File: config.mk
export PLATFORM = sky130hd
export DESIGN_NAME = cfg_periph_port
export DESIGN_NICKNAME = d
export VERILOG_FILES = /design/src/rtl/cfg_periph_pkg.sv /design/src/rtl/cfg_wr_detect.sv /design/src/rtl/cfg_burst_clk.sv /design/src/rtl/cfg_byte_shifter.sv /design/src/rtl/cfg_periph_port.sv
export SDC_FILE = /design/constraint.sdc
export NUM_CORES = 1
export LEC_CHECK = 0
export ABC_AREA = 1
export BUFFER_PORTS_ARGS = -buffer_cell sky130_fd_sc_hd__buf_2
export CORE_MARGIN = 2
export CORE_UTILIZATION = 52
export DETAILED_ROUTE_END_ITERATION = 6
export PLACE_DENSITY = 0.77
export SKIP_CTS_REPAIR_TIMING = 1
export SYNTH_ARGS = -nofsm -noshare
export SYNTH_HDL_FRONTEND = slang
export SYNTH_HIERARCHICAL = 1
export SYNTH_SLANG_ARGS = --single-unit
File: constraint.sdc
create_clock -name clk_i -period 2 [get_ports clk_i]
set_input_delay 0.3 -clock clk_i [delete_from_list [all_inputs] [get_ports clk_i]]
set_output_delay 0.3 -clock clk_i [all_outputs]
set_load 0.1 [all_outputs]
File: src/rtl/cfg_periph_pkg.sv
package cfg_periph_pkg;
  typedef enum logic {
    PH_LOW  = 1'b0,
    PH_HIGH = 1'b1
  } cclk_phase_e;
endpackage

File: src/rtl/cfg_wr_detect.sv
module cfg_wr_detect (
  input  logic clk_i,
  input  logic rst_ni,
  input  logic cs_i,
  input  logic wr_i,
  output logic wr_fall_o
);
  logic wr_q;

  always_ff @(posedge clk_i or negedge rst_ni) begin
    if (!rst_ni) wr_q <= 1'b0;
    else         wr_q <= wr_i;
  end

  assign wr_fall_o = wr_q & ~wr_i & cs_i;
endmodule

File: src/rtl/cfg_burst_clk.sv
module cfg_burst_clk
  import cfg_periph_pkg::*;
#(
  parameter int unsigned DIV       = 4,
  parameter bit          SYNC_MODE = 1'b0
) (
  input  logic clk_i,
  input  logic rst_ni,
  input  logic start_i,
  input  logic run_i,
  input  logic ext_cclk_i,
  output logic cclk_o,
  output logic pulse_done_o
);
  localparam int unsigned DW = (DIV > 1) ? $clog2(DIV) : 1;

  if (SYNC_MODE) begin : g_sync
    logic [2:0] sync_q;
    logic       seen_rise;
    logic       rise, fall;

    always_ff @(posedge clk_i or negedge rst_ni) begin
      if (!rst_ni) sync_q <= '0;
      else         sync_q <= {sync_q[1:0], ext_cclk_i};
    end

    assign rise = sync_q[1] & ~sync_q[2];
    assign fall = ~sync_q[1] & sync_q[2];

    always_ff @(posedge clk_i or negedge rst_ni) begin
      if (!rst_ni)                  seen_rise <= 1'b0;
      else if (start_i)             seen_rise <= 1'b0;
      else if (run_i && rise)       seen_rise <= 1'b1;
      else if (pulse_done_o)        seen_rise <= 1'b0;
    end

    assign pulse_done_o = run_i & fall & seen_rise;
    assign cclk_o       = sync_q[1] & run_i;
  end else begin : g_async
    logic          unused_ext;
    logic [DW-1:0] cnt;
    cclk_phase_e   ph;

    assign unused_ext = ext_cclk_i;

    always_ff @(posedge clk_i or negedge rst_ni) begin
      if (!rst_ni) begin
        cnt <= '0;
        ph  <= PH_LOW;
      end else if (start_i) begin
        cnt <= DW'(DIV - 1);
        ph  <= PH_LOW;
      end else if (run_i) begin
        if (cnt != '0) begin
          cnt <= cnt - DW'(1);
        end else begin
          cnt <= DW'(DIV - 1);
          ph  <= (ph == PH_LOW) ? PH_HIGH : PH_LOW;
        end
      end else begin
        ph <= PH_LOW;
      end
    end

    assign pulse_done_o = run_i & (ph == PH_HIGH) & (cnt == '0);
    assign cclk_o       = (ph == PH_HIGH);
  end
endmodule

File: src/rtl/cfg_byte_shifter.sv
module cfg_byte_shifter #(
  parameter int unsigned DATA_W = 8
) (
  input  logic              clk_i,
  input  logic              rst_ni,
  input  logic              load_i,
  input  logic [DATA_W-1:0] data_i,
  input  logic              shift_i,
  output logic              busy_o,
  output logic              dout_o
);
  localparam int unsigned CW = (DATA_W > 1) ? $clog2(DATA_W) : 1;

  logic [DATA_W-1:0] sreg;
  logic [CW-1:0]     bit_cnt;
  logic              last_bit;

  assign last_bit = (bit_cnt == CW'(DATA_W - 1));

  always_ff @(posedge clk_i or negedge rst_ni) begin
    if (!rst_ni) begin
      sreg    <= '0;
      bit_cnt <= '0;
      busy_o  <= 1'b0;
    end else if (load_i) begin
      sreg    <= data_i;
      bit_cnt <= '0;
      busy_o  <= 1'b1;
    end else if (shift_i && busy_o) begin
      sreg <= {sreg[DATA_W-2:0], 1'b0};
      if (last_bit) busy_o  <= 1'b0;
      else          bit_cnt <= bit_cnt + CW'(1);
    end
  end

  assign dout_o = sreg[DATA_W-1];
endmodule

File: src/rtl/cfg_periph_port.sv
module cfg_periph_port #(
  parameter int unsigned DATA_W    = 8,
  parameter int unsigned DIV       = 4,
  parameter bit          SYNC_MODE = 1'b0
) (
  input  logic              clk_i,
  input  logic              rst_ni,
  input  logic              cs_i,
  input  logic              wr_i,
  input  logic [DATA_W-1:0] data_i,
  input  logic              ext_cclk_i,
  output logic              busy_o,
  output logic              dout_o,
  output logic              cclk_o
);
  logic wr_fall;
  logic cap;
  logic pulse_done;

  cfg_wr_detect u_wr (
    .clk_i     (clk_i),
    .rst_ni    (rst_ni),
    .cs_i      (cs_i),
    .wr_i      (wr_i),
    .wr_fall_o (wr_fall)
  );

  // writes during a burst are dropped, not queued
  assign cap = wr_fall & ~busy_o;

  cfg_burst_clk #(
    .DIV       (DIV),
    .SYNC_MODE (SYNC_MODE)
  ) u_clk (
    .clk_i        (clk_i),
    .rst_ni       (rst_ni),
    .start_i      (cap),
    .run_i        (busy_o),
    .ext_cclk_i   (ext_cclk_i),
    .cclk_o       (cclk_o),
    .pulse_done_o (pulse_done)
  );

  cfg_byte_shifter #(
    .DATA_W (DATA_W)
  ) u_sh (
    .clk_i   (clk_i),
    .rst_ni  (rst_ni),
    .load_i  (cap),
    .data_i  (data_i),
    .shift_i (pulse_done),
    .busy_o  (busy_o),
    .dout_o  (dout_o)
  );
endmodule

After elaboration in Yosys (flattened, before gate mapping)

Index checks and enable logic that the tools add are counted.

Flip-flop bits (word level): 16
Bits in latches: 0
Memory bits (writable): 0
Memory bits (read-only): 0
Bits of input ports: 13
Output and inout bits: 3
Logic and storage cells: 41
Memories kept: 0

$add $sub $neg: 2
Multipliers: 0
Divide/modulo/power cells: 0
$lt $le $gt $ge: 0
Eq/ne operators: 3
Shift-type cells: 0
Multiplexer cells: 15
Bitwise gates (word level): 7
Reductions and logical operators: 8

Operators with widths:

| kind                  | count |
|---|---|
| $mux W8               | 2 |
| $mux W3               | 3 |
| $reduce_bool A2 Y1    | 4 |
| $mux W1               | 7 |
| $mux W2               | 3 |
| $and A1 B1 Y1         | 5 |
| $reduce_and A2 Y1     | 2 |
| $add A3 B1 Y3 const B | 1 |
| $eq A3 B3 Y1 const B  | 1 |
| $ne A3 B3 Y1 const B  | 1 |
| $logic_not A2 Y1      | 1 |
| $ne A2 B2 Y1 const B  | 1 |
| $not A1 Y1            | 2 |
| $sub A2 B1 Y2 const B | 1 |
| $logic_and A1 B1 Y1   | 1 |

Longest topological paths before layout

Depth after elaboration: 6
Mapped depth: 9
Depth with buffers taken out: 9

By module

The synthesis kept the hierarchy.

Modules (own cells, without submodules):

| module           | instances | cells an instance | area each (um2) | seq. area each (um2) |
|---|---|---|---|---|
| cfg_byte_shifter | 1         | 69                | 586.8           | 300.3 |
| cfg_burst_clk    | 1         | 24                | 166.4           | 75.1 |
| cfg_wr_detect    | 1         | 3                 | 35.0            | 25.0 |
| cfg_periph_port  | 1         | 2                 | 10.0            | 0.0 |

Worst setup path after synthesis

No wires, ideal clock.

Path type: register to register
From: register u_sh.busy_o
To: register u_sh.bit_cnt[0]
Library setup time: 0.117 ns
Data arrival time: 1.910 ns
Data required time: 1.883 ns
Setup slack: -0.027 ns
Cell stages (with the launch flop): 8
Buffers on the path: 0
Clock period less this slack: 2.027 ns
Cell sequence: dfrtp_1 -> inv_1 -> nor2_1 -> nand2_2 -> nand2_1 -> nand2_2 -> nand2_1 -> nand2_1

Word-level cells in the longest chain between the ends: 5
Elaborated cells on any way between the ends: 9
Those cells by class: eq/ne: 1; mux: 1; bitwise: 4; reduce/logical: 3

RTL lines:

| what                                | RTL line               | text |
|---|---|---|
| from (decl)                         | cfg_byte_shifter.sv:9  | `output logic busy_o,` |
| from (signal assigned)              | cfg_byte_shifter.sv:24 | `busy_o <= 1'b0;` |
| from (signal assigned)              | cfg_byte_shifter.sv:28 | `busy_o <= 1'b1;` |
| from (signal assigned)              | cfg_byte_shifter.sv:31 | `if (last_bit) busy_o <= 1'b0;` |
| $and A1 B1 Y1 (2 in a row)          | cfg_burst_clk.sv:65    | `assign pulse_done_o = run_i & (ph == PH_HIGH) & (cnt == '0);` |
| net pulse_done                      | cfg_periph_port.sv:18  | `logic pulse_done;` |
| $logic_and A1 B1 Y1                 | cfg_byte_shifter.sv:29 | `end else if (shift_i && busy_o) begin` |
| $reduce_bool A2 Y1 (no source line) | n/a                    |  |
| $reduce_and A2 Y1 (no source line)  | n/a                    |  |
| to (signal assigned)                | cfg_byte_shifter.sv:32 | `else bit_cnt <= bit_cnt + CW'(1);` |
| to (decl)                           | cfg_byte_shifter.sv:15 | `logic [CW-1:0] bit_cnt;` |

The timed path passes the listed nets, and every way through them passes these cells.
A chain may end at the register's enable or synchronous reset.

Worst setup path in the final report

From: register u_clk.g_async.cnt[0]
To: register u_sh.bit_cnt[0]

Word-level cells in the longest chain between the ends: 5

RTL lines:

| what                                | RTL line               | text |
|---|---|---|
| from (decl)                         | cfg_burst_clk.sv:41    | `logic [DW-1:0] cnt;` |
| from (signal assigned)              | cfg_burst_clk.sv:51    | `cnt <= DW'(DIV - 1);` |
| from (signal assigned)              | cfg_burst_clk.sv:55    | `cnt <= cnt - DW'(1);` |
| from (signal assigned)              | cfg_burst_clk.sv:57    | `cnt <= DW'(DIV - 1);` |
| $logic_not A2 Y1                    | cfg_burst_clk.sv:65    |  |
| $and A1 B1 Y1                       | cfg_burst_clk.sv:65    |  |
| net pulse_done                      | cfg_periph_port.sv:18  |  |
| $logic_and A1 B1 Y1                 | cfg_byte_shifter.sv:29 |  |
| $reduce_bool A2 Y1 (no source line) | n/a                    |  |
| $reduce_and A2 Y1 (no source line)  | n/a                    |  |

The timed path passes the listed nets, and every way through them passes these cells.

==> results.toml <==
[outcome]
status = "complete, no violations"

[floorplanning]
io_pins = 16
die_height_um = 43.2
start_util_pct = 54.3
die_w_um = 43.2
rows = 14
fp.coreArea_um2 = 1470
dieArea_um2 = 1860

[yosys]
avgSynthCellArea_um2 = 8.15
yosys_warnings = 6
yosysUniqueCellTypes = 14
synth_cells = 98
yosysSeqAreaShare_pct = 50.2
synth_top_area_share_pct = 50.2
ys_top_cells_by_area = "dfrtp_1, nand2_1, nand3_1"
syn_area_um2 = 798
synth_area_leader_cell = "dfrtp_1"
synth.ff_latch_count = 16
syn-num-nets = 114

[worst_setup_path]
crit_chain = "inv_1, ha_1, nand2_1, nor2_1, nand2_2, nand2_1, nand2_2, nand2_1, nand2_1"
start_kind = "flip-flop"
path_common_cell = "nand2_1"
worst_path_largest_cell_delay_ns = 0.40
cp_max_fo = 10
arrival_ns = 1.75
criticalPathCategory = "reg2reg"
crit_slowest_cell = "dfrtp_1"
end_kind = "flip-flop"
required_ns = 2.18

[final_layout]
final_cells = 132
final_nets = 133
antenna_cells = 0
layout-drive-gt1-share_pct = 22.4
area_delta_synth_final_pct = 14.1

[placement]
dpl.hpwl_um = 1000
dpl.cell_count = 127
port_buffers = 14
gp_congestion = 0.767

[cts]
numCtsBuffers = 3
cts.sinks = 16
clk_latency_ns = 0.28
cts.clk_slew.worst_paths_ns = 0.09
clockRootBuffer = "clkbuf_4"
clockBufferDepth = 2
ctsHtreeMaxLevel = 1
tritoncts = "built"

[timing]
maxSlewViolCount = 0
timing.fmax_mhz = 637
setup_viol = 0
hold_viol_final = 0
worst_pin_slew_ns = 0.486
min_period_ns = 1.57
relSlewSlack_pct = 67.8
rsz0062_at_grt = "no"
period_share_pct = 78.5
setup_tns_ns = 0
finClkSkew_ns = 0.00302

[route]
antenna_left = 0
via_per_inst = 5.17
num_vias = 682
dr.pass1.iters = 5
wl_per_cell_um = 10.2
finalWirelength_um = 1350
drc = 0
drtIter0Drc = 15

[global_routing]
use_met1_pct = 22.5
gr-usage-met2_pct = 24.8
grt_max_degree = 17
busiest_layer = "met2"
antenna_found_initial = 0
grt_pass1_wl_um = 2300
use_met3_pct = 2.98
grt_pass1_vias = 555
overflow = 0
grt_util_all_layers_pct = 16.5

[pwr]
vdd_ir_drop_max_uv = 693
total_power_w = 0.00131
leakage_nw = 0.500
power_density_nw_per_um2 = 1440

[min_path]
hold_class = "in2reg"

[flow_run]
maxCapViolations = 0
-- path summary, 6_finish.rpt --
| kind | startpoint | end | slack (ns) | depth (start not counted) |
|---|---|---|---|---|
| max | u_clk/g_async.cnt[0] | u_sh/bit_cnt[0] | 0.43 | 9 |
| min | wr_i | u_wr/wr_q | 0.15 | 1 |
| max reg2reg | u_clk/g_async.cnt[0] | u_sh/bit_cnt[0] | 0.43 | 9 |
| min reg2reg | u_sh/bit_cnt[1] | u_sh/bit_cnt[1] | 0.49 | 2 |
| max in group asynchronous | rst_ni | u_sh/busy_o | 1.28 | 2 |
| min in group asynchronous | rst_ni | u_clk/cclk_o | 0.44 | 2 |
-- kinds of logic after synthesis --
logic type               after synthesis  synth area share, %
AO/OA/AOI/OAI                          2                 1.41
AND/OR/NAND/NOR                       65                 36.2
flip-flops                            16                 50.2
buffers and inverters                 12                 7.52
adder cells (fa/ha/maj)                3                 4.70
-- stage by stage --
| stage | utilization, % | setup WS [ns] | hold slack, ns | cell area (um2) |
|---|---|---|---|---|
| final | 61.9 | 0.431 | 0.149 | 911 |
| after global routing | 61.9 | 0.227 | 0.148 | 911 |
| after CTS | 61.2 | 0.425 | -0.0730 | 901 |
| after detailed placement | 59.4 | 0.435 | 0.230 | 875 |
| after global placement | 59.4 | 0.469 | 0.233 | 875 |
| after floorplan | - | 0.126 | 0.00441 | 800 |
-- metal layers --
layer	share of wire, %	vias to the layer above
met3	5.6	2
li1	-	350
met2	49	21
met4	0.74	0
met1	45	309
met5	0	-
-- worst max-delay path: cells and delay by family (launching register included) --
kind / cells / cell delay [ns]
DFF: 1 / 0.40
buffers and inverters: 1 / 0.06
adders and majority gates: 1 / 0.16
and+or+nand+nor: 7 / 0.84
-- synthesized netlist by cell type --
cell     count
ha_1         3
o21ai_1      1
nor2_2       2
inv_1        9
nand2_1     31
nand4_1      1
a31oi_1      1
nand2_2      3
buf_6        2
nand3_1     18
dfrtp_1     16
nor2_4       1
inv_2        1
nor2_1       9
-- sequential cells by signal (all words and copies together), names as in the netlist --
| register | count |
|---|---|
| u_clk/cclk_o | 1 |
| u_clk/g_async.cnt | 2 |
| u_sh/bit_cnt | 3 |
| u_sh/busy_o | 1 |
| u_sh/sreg | 8 |
| u_wr/wr_q | 1 |
-- cell type report --
class / instances / area, um2
clock buffers: 4 / 26.3
inverters: 10 / 37.5
flip-flops and latches: 16 / 402
well taps: 16 / 20.0
repair buffers: 16 / 87.6
fillers: 142 / 561
multi-input cells: 70 / 338
-- cells in the final DEF, fill, tap and decap left out --
cell,count
inv_2,1
ha_1,3
dlygate4sd3_1,1
inv_1,9
o21ai_1,1
nand2_1,31
clkbuf_1,1
dfrtp_1,15
a31oi_1,1
clkbuf_4,3
nor2_4,1
buf_2,14
buf_4,1
nand4_1,1
dfrtp_2,1
nor2_2,2
nor2_1,9
nand3_1,18
nand2_2,3
-- report_power, final --
group          internal [W]  switching, W  leakage [nW]
clock             0.0000773     0.0000928        0.0150
sequential         0.000460     0.0000827         0.196
combinational      0.000181      0.000415         0.289
total              0.000718      0.000590         0.500
No activity file was read; power rests on OpenSTA's default activity.
